$ cat src/rtl/ifm_pkg.sv
package ifm_pkg;
  localparam int ADDR_W = 32;
  localparam int WORD_W = 32;

  typedef struct packed {
    logic [ADDR_W-1:0] pc;
    logic [WORD_W-1:0] word;
  } fetch_beat_t;
endpackage

$ cat src/rtl/ifm_ret_buf.sv
module ifm_ret_buf #(
  parameter int DEPTH = 4,
  parameter int W     = 64,
  localparam int PTR_W = (DEPTH > 1) ? $clog2(DEPTH) : 1,
  localparam int CNT_W = $clog2(DEPTH + 1)
) (
  input  logic             clk,
  input  logic             rst,
  input  logic             flush,
  input  logic             push,
  input  logic [W-1:0]     din,
  input  logic             pop,
  output logic [W-1:0]     dout,
  output logic             valid,
  output logic [CNT_W-1:0] count
);
  logic [W-1:0]     mem [DEPTH];
  logic [PTR_W-1:0] wr_ptr, rd_ptr;
  logic             do_pop;

  assign valid  = (count != '0);
  assign do_pop = pop && valid;
  assign dout   = mem[rd_ptr];

  function automatic logic [PTR_W-1:0] bump(input logic [PTR_W-1:0] p);
    return (p == PTR_W'(DEPTH - 1)) ? '0 : p + PTR_W'(1);
  endfunction

  // storage without reset so it can map onto memory primitives
  always_ff @(posedge clk) begin
    if (push && !flush) mem[wr_ptr] <= din;
  end

  always_ff @(posedge clk) begin
    if (rst || flush) begin
      wr_ptr <= '0;
      rd_ptr <= '0;
      count  <= '0;
    end else begin
      if (push)   wr_ptr <= bump(wr_ptr);
      if (do_pop) rd_ptr <= bump(rd_ptr);
      count <= count + CNT_W'(push) - CNT_W'(do_pop);
    end
  end

  AST_NO_OVERFLOW: assert property (@(posedge clk) disable iff (rst)
    (push && !flush) |-> (count < CNT_W'(DEPTH)));
endmodule

$ cat src/rtl/ifm_tracker.sv
module ifm_tracker #(
  parameter int DEPTH = 4,
  localparam int CNT_W = $clog2(DEPTH + 1),
  localparam int SUM_W = CNT_W + 1
) (
  input  logic             clk,
  input  logic             rst,
  input  logic             redirect,
  input  logic             accept,
  input  logic             accept_stale,
  input  logic             rvalid,
  output logic             keep,
  output logic [CNT_W-1:0] live,
  output logic [CNT_W-1:0] discard
);
  logic             drop;
  logic [SUM_W-1:0] live_n, disc_n;

  assign drop = rvalid && (redirect || discard != '0);
  assign keep = rvalid && !drop;

  always_comb begin
    if (redirect) begin
      live_n = '0;
      disc_n = SUM_W'(live) + SUM_W'(discard) + SUM_W'(accept) - SUM_W'(rvalid);
    end else begin
      live_n = SUM_W'(live) + SUM_W'(accept && !accept_stale) - SUM_W'(keep);
      disc_n = SUM_W'(discard) + SUM_W'(accept && accept_stale)
             - SUM_W'(rvalid && discard != '0);
    end
  end

  always_ff @(posedge clk) begin
    if (rst) begin
      live    <= '0;
      discard <= '0;
    end else begin
      live    <= live_n[CNT_W-1:0];
      discard <= disc_n[CNT_W-1:0];
    end
  end

  AST_OUTSTANDING: assert property (@(posedge clk) disable iff (rst)
    (SUM_W'(live) + SUM_W'(discard)) <= SUM_W'(DEPTH));
  AST_NO_PHANTOM: assert property (@(posedge clk) disable iff (rst)
    rvalid |-> (live != '0 || discard != '0));
  AST_FRESH_AFTER_REDIRECT: assert property (@(posedge clk) disable iff (rst)
    redirect |=> (live == '0));
endmodule

$ cat src/rtl/ifm_req_gen.sv
module ifm_req_gen #(
  parameter int ADDR_W = 32
) (
  input  logic              clk,
  input  logic              rst,
  input  logic              redirect,
  input  logic [ADDR_W-1:0] redirect_addr,
  input  logic              waitreq,
  input  logic              room,
  output logic              bus_read,
  output logic [ADDR_W-1:0] bus_addr,
  output logic              accept,
  output logic              stale
);
  logic [ADDR_W-1:0] next_addr;
  logic              running;
  logic              free;

  assign accept = bus_read && !waitreq;
  assign free   = !bus_read || accept;

  always_ff @(posedge clk) begin
    if (rst) begin
      bus_read  <= 1'b0;
      bus_addr  <= '0;
      next_addr <= '0;
      running   <= 1'b0;
      stale     <= 1'b0;
    end else if (redirect) begin
      running   <= 1'b1;
      next_addr <= redirect_addr & ~ADDR_W'(3);
      if (free) begin
        bus_read <= 1'b0;
        stale    <= 1'b0;
      end else begin
        stale    <= 1'b1;
      end
    end else if (free) begin
      stale <= 1'b0;
      if (running && room) begin
        bus_read  <= 1'b1;
        bus_addr  <= next_addr;
        next_addr <= next_addr + ADDR_W'(4);
      end else begin
        bus_read  <= 1'b0;
      end
    end
  end

  AST_HOLD_REQ: assert property (@(posedge clk) disable iff (rst)
    (bus_read && waitreq) |=> (bus_read && $stable(bus_addr)));
  AST_ALIGNED: assert property (@(posedge clk) disable iff (rst)
    bus_read |-> (bus_addr[1:0] == 2'b00));
  AST_IDLE_UNTIL_START: assert property (@(posedge clk) disable iff (rst)
    !running |-> !bus_read);
endmodule

$ cat src/rtl/ifetch_master.sv
module ifetch_master #(
  parameter int DEPTH = 4
) (
  input  logic        clk,
  input  logic        rst,
  input  logic        redirect,
  input  logic [31:0] redirect_addr,
  output logic        bus_read,
  output logic        bus_write,
  output logic [31:0] bus_addr,
  input  logic        bus_waitreq,
  input  logic [31:0] bus_rdata,
  input  logic        bus_rvalid,
  output logic        out_valid,
  input  logic        out_ready,
  output logic [31:0] out_pc,
  output logic [31:0] out_word
);
  import ifm_pkg::*;

  localparam int CNT_W  = $clog2(DEPTH + 1);
  localparam int USED_W = CNT_W + 2;
  localparam int BEAT_W = $bits(fetch_beat_t);

  logic             accept, stale, keep, room;
  logic [CNT_W-1:0] live, discard, buf_count;
  logic [USED_W-1:0] used;
  logic [ADDR_W-1:0] resp_pc;
  fetch_beat_t      in_beat, head_beat;

  assign bus_write = 1'b0;

  assign used = USED_W'(live) + USED_W'(discard) + USED_W'(buf_count) + USED_W'(bus_read);
  assign room = used < USED_W'(DEPTH);

  ifm_req_gen #(.ADDR_W(ADDR_W)) u_req (
    .clk(clk), .rst(rst), .redirect(redirect), .redirect_addr(redirect_addr),
    .waitreq(bus_waitreq), .room(room), .bus_read(bus_read),
    .bus_addr(bus_addr), .accept(accept), .stale(stale)
  );

  ifm_tracker #(.DEPTH(DEPTH)) u_trk (
    .clk(clk), .rst(rst), .redirect(redirect), .accept(accept),
    .accept_stale(stale), .rvalid(bus_rvalid), .keep(keep),
    .live(live), .discard(discard)
  );

  // address label for the next kept beat; returns come back in request order
  always_ff @(posedge clk) begin
    if (rst)           resp_pc <= '0;
    else if (redirect) resp_pc <= redirect_addr & ~ADDR_W'(3);
    else if (keep)     resp_pc <= resp_pc + ADDR_W'(4);
  end

  assign in_beat.pc   = resp_pc;
  assign in_beat.word = bus_rdata;

  ifm_ret_buf #(.DEPTH(DEPTH), .W(BEAT_W)) u_buf (
    .clk(clk), .rst(rst), .flush(redirect), .push(keep), .din(in_beat),
    .pop(out_ready), .dout(head_beat), .valid(out_valid), .count(buf_count)
  );

  assign out_pc   = head_beat.pc;
  assign out_word = head_beat.word;

  AST_FLUSH: assert property (@(posedge clk) disable iff (rst)
    redirect |=> !out_valid);
  AST_NO_WRITE: assert property (@(posedge clk) disable iff (rst)
    bus_read |-> !bus_write);
endmodule

$ cat config.mk
export PLATFORM = sky130hd
export DESIGN_NAME = ifetch_master
export DESIGN_NICKNAME = d
export VERILOG_FILES = /design/src/rtl/ifm_pkg.sv /design/src/rtl/ifm_ret_buf.sv /design/src/rtl/ifm_tracker.sv /design/src/rtl/ifm_req_gen.sv /design/src/rtl/ifetch_master.sv
export SDC_FILE = /design/constraint.sdc
export NUM_CORES = 1
export LEC_CHECK = 0
export BUFFER_PORTS_ARGS = -buffer_cell sky130_fd_sc_hd__buf_2
export CAP_MARGIN = 5
export CORE_MARGIN = 3
export CORE_UTILIZATION = 30
export CTS_BUF_LIST = sky130_fd_sc_hd__clkbuf_2 sky130_fd_sc_hd__clkbuf_4 sky130_fd_sc_hd__clkbuf_8
export DETAILED_ROUTE_END_ITERATION = 7
export SLEW_MARGIN = 20
export SYNTH_ARGS = -nofsm -noshare
export SYNTH_HDL_FRONTEND = slang
export SYNTH_SLANG_ARGS = --single-unit
$ cat constraint.sdc
create_clock -name clk -period 3 [get_ports clk]
set_input_delay 0.6 -clock clk [delete_from_list [all_inputs] [get_ports clk]]
set_output_delay 0.6 -clock clk [all_outputs]
set_load 0.01 [all_outputs]
==> run_results.csv <==
group,metric,value,unit
outcome,status,"completed",
detailed_routing,drtAntennaViolNets,0,
worst_hold_path,hp-class,"in -> reg",
critical_path,worstSetupStartpointType,"flip-flop",
synth,synth_edf_count,248,
die,core,47000,um^2
cts,cts_buffers,60,
cts,tritoncts,"built",
detailed_routing,first_pass_iters,5,
cts,insertion_delay,0.61,ns
detailed_routing,vias,8515,
synth,synth-async-reset-ratio,0,
die,die_area,50600,um^2
detailed_routing,wl_per_cell,17.9,um
global_routing,grt_max_degree,56,
final_layout,syn2layout_area_growth,20.3,%
cts,clockBufferDepth,3,
synth,syn-instance-count,976,
timing,maxSlewViolCount,0,
timing,slew_headroom,0.615,
final_layout,final_cells,1832,
global_routing,grt_usage,0.128,
die,die_h,225,um
power,power,11.5,mW
timing,max_freq,347,MHz
final_layout,postLayoutCoreUtil,0.368,
timing,rsz0062_at_grt,"false",
place,place_hpwl,21600,um
cts,postCtsHoldBufs,0,
place,postPlaceCellArea,16000,um^2
detailed_routing,drc,0,
final_layout,layout_commonest_cell,"edfxtp_1",
critical_path,cp.required,3.49,ns
critical_path,r2r_end,"u_req.next_addr[28]",
global_routing,grt_pass1_vias,8668,
final_layout,drive_above_1_share,0.292,
timing,fin_tns_setup,0,ns
critical_path,ff2ff_setup_slack,0.12,ns
cts,clock-sinks,356,
timing,fin_crit_sh,0.959,
detailed_routing,met1Wirelength,15100,um
die,die_x,225,um
place,placedCellCount,1721,
final_layout,fin_nets,1275,
critical_path,r2r_cells,7,
detailed_routing,routed-wl-met3,1950,um
global_routing,grt-ovfl-total,0,
timing,finClkSkew,0.0213,ns
job,cap_violations,0,
critical_path,r2r_start,"u_trk.live[2]",
critical_path,cp_max_fo,12,
global_routing,grt_first_pass_wirelength,50100,um
critical_path,critPathKind,"reg -> reg",
final_layout,diodes,0,
detailed_routing,met2_length,15000,um
final_layout,fin_area,17300,um^2
cts,clk_pin_slew_worst_paths,0.06,ns
critical_path,cp.arrival,3.37,ns
cts,htree_levels,2,
synth,synth-seq-cells,356,
detailed_routing,postRouteWirelength,32800,um
power,ir_worst_vdd,0.319,mV
die,start_util,0.306,
timing,hold_violations,0,
critical_path,endpoint,"u_req.next_addr[28]",
timing,period_minus_slack,2.88,ns
power,power_density,662,nW/um^2
final_layout,mostFrequentLayoutCells,"edfxtp_1, buf_2, dfxtp_1",
die,rows,79,
place,gp_congestion,0.769,
power,p_leak,6.07,nW
die,io-pin-count,169,
synth,yosysUniqueCellTypes,49,
detailed_routing,highest_layer,"met4",
critical_path,crit_path_start,"u_trk.live[2]",
critical_path,end_kind,"flip-flop",
detailed_routing,via_per_inst,4.65,
detailed_routing,first_iter_violations,533,
synth,syn_area_per_cell,14.7,um^2
synth,synth_warnings,0,
cts,root_buffer,"clkbuf_8",
synth,syn_area,14400,um^2
place,io_buffers,161,
timing,tightest_slew,0.578,ns
timing,setup_viol,0,
synth,synth-main-ff-cell,"edfxtp_1",
synth,synth.yosys.seq_area_share,0.669,
global_routing,antenna_found_initial,0,
==> repair_timing <==
action,in CTS,in global routing
buffers inserted,0,3
gates resized for setup,0,1
hold endpoints to repair,0,0
setup endpoints to repair,0,12
==> metrics by stage <==
stage / setup slack (ns) / hold WS (ns)
floorplan: 0.141 / 0.444
global placement: 0.0939 / 0.442
detailed placement: 0.0713 / 0.446
CTS: 0.0549 / 0.133
global route: 0.00340 / 0.145
finish: 0.122 / 0.213
==> synthesized netlist by cell type, drive strengths merged, types with 3 or more instances <==
cell type | number | area, um^2
a21boi | 47 | 353
a21oi | 66 | 330
a31oi | 3 | 18.8
and2 | 8 | 50.1
and3 | 9 | 56.3
and4 | 11 | 96.3
buf | 17 | 96.3
clkbuf | 35 | 131
dfxtp | 108 | 2160
edfxtp | 248 | 7450
fa | 8 | 160
ha | 18 | 225
inv | 55 | 206
mux4 | 62 | 1400
nand2 | 94 | 353
nand3 | 19 | 95.1
nand4 | 16 | 115
nor2 | 27 | 101
nor2b | 3 | 18.8
nor3 | 16 | 80.1
nor4 | 18 | 128
o21a | 4 | 30.0
o31a | 6 | 52.6
xnor2 | 35 | 307
xor2 | 20 | 175
==> layout make-up <==
class,count,area (um^2)
clock buffers,87,1050
clock inverters,21,194
fillers,4483,29700
inverters,55,206
multi-input cells,517,4340
flip-flops and latches,356,9610
well taps,607,759
repair buffers,189,1120
==> power by group <==
group          leakage, nW  total, mW  internal, mW  switching (mW)
clock                0.657       4.45          2.57            1.88
sequential            3.15       5.69          5.52           0.172
combinational         2.26       1.31         0.569           0.742
==> cell families after synthesis <==
family / share of synthesized area
xor gates and xnor gates: 0.0335
buffers and inverters: 0.0302
other: 0.000261
AOI/OAI and AO/OA: 0.0602
adders and majority gates: 0.0268
DFF: 0.669
muxes: 0.0986
and+or+nand+nor: 0.0816
==> critical path: stages, from the launching register on <==
cell and delay, ns:
dfxtp_1 0.34, fa_1 0.48, ha_1 0.24, nor4_4 0.40
nand4_4 0.15, or4_4 0.65, or3_1 0.38, o311a_1 0.12
==> routing by layer <==
metal	GRT usage	up-vias
li1	-	4047
met3	0.0299	62
met5	0	-
met2	0.205	222
met4	0.0457	0
met1	0.172	4184
==> worst min path at each step <==
stage | from | to | slack (ns) | cells past startpoint
CTS | bus_rdata[3] | u_buf.mem[3][3] | 0.13 | 1
global route | bus_rdata[3] | u_buf.mem[1][3] | 0.14 | 1
detailed placement | u_req.bus_addr[22] | u_req.bus_addr[22] | 0.45 | 2
floorplan | u_req.next_addr[31] | u_req.bus_addr[31] | 0.44 | 2
global placement | u_req.bus_addr[9] | u_req.bus_addr[9] | 0.44 | 2
finish | bus_rdata[23] | u_buf.mem[2][23] | 0.21 | 1
==> state kept, by name, summed over array words and instances (netlist names), named ones only <==
name             cells
u_req.bus_read       1
u_req.next_addr     30
u_req.bus_addr      30
u_buf.count          3
u_req.stale          1
resp_pc             30
u_buf.rd_ptr         2
u_trk.discard        3
u_trk.live           3
u_buf.mem          248
u_req.running        1
u_buf.wr_ptr         2
No activity file was read; power rests on OpenSTA's default activity.
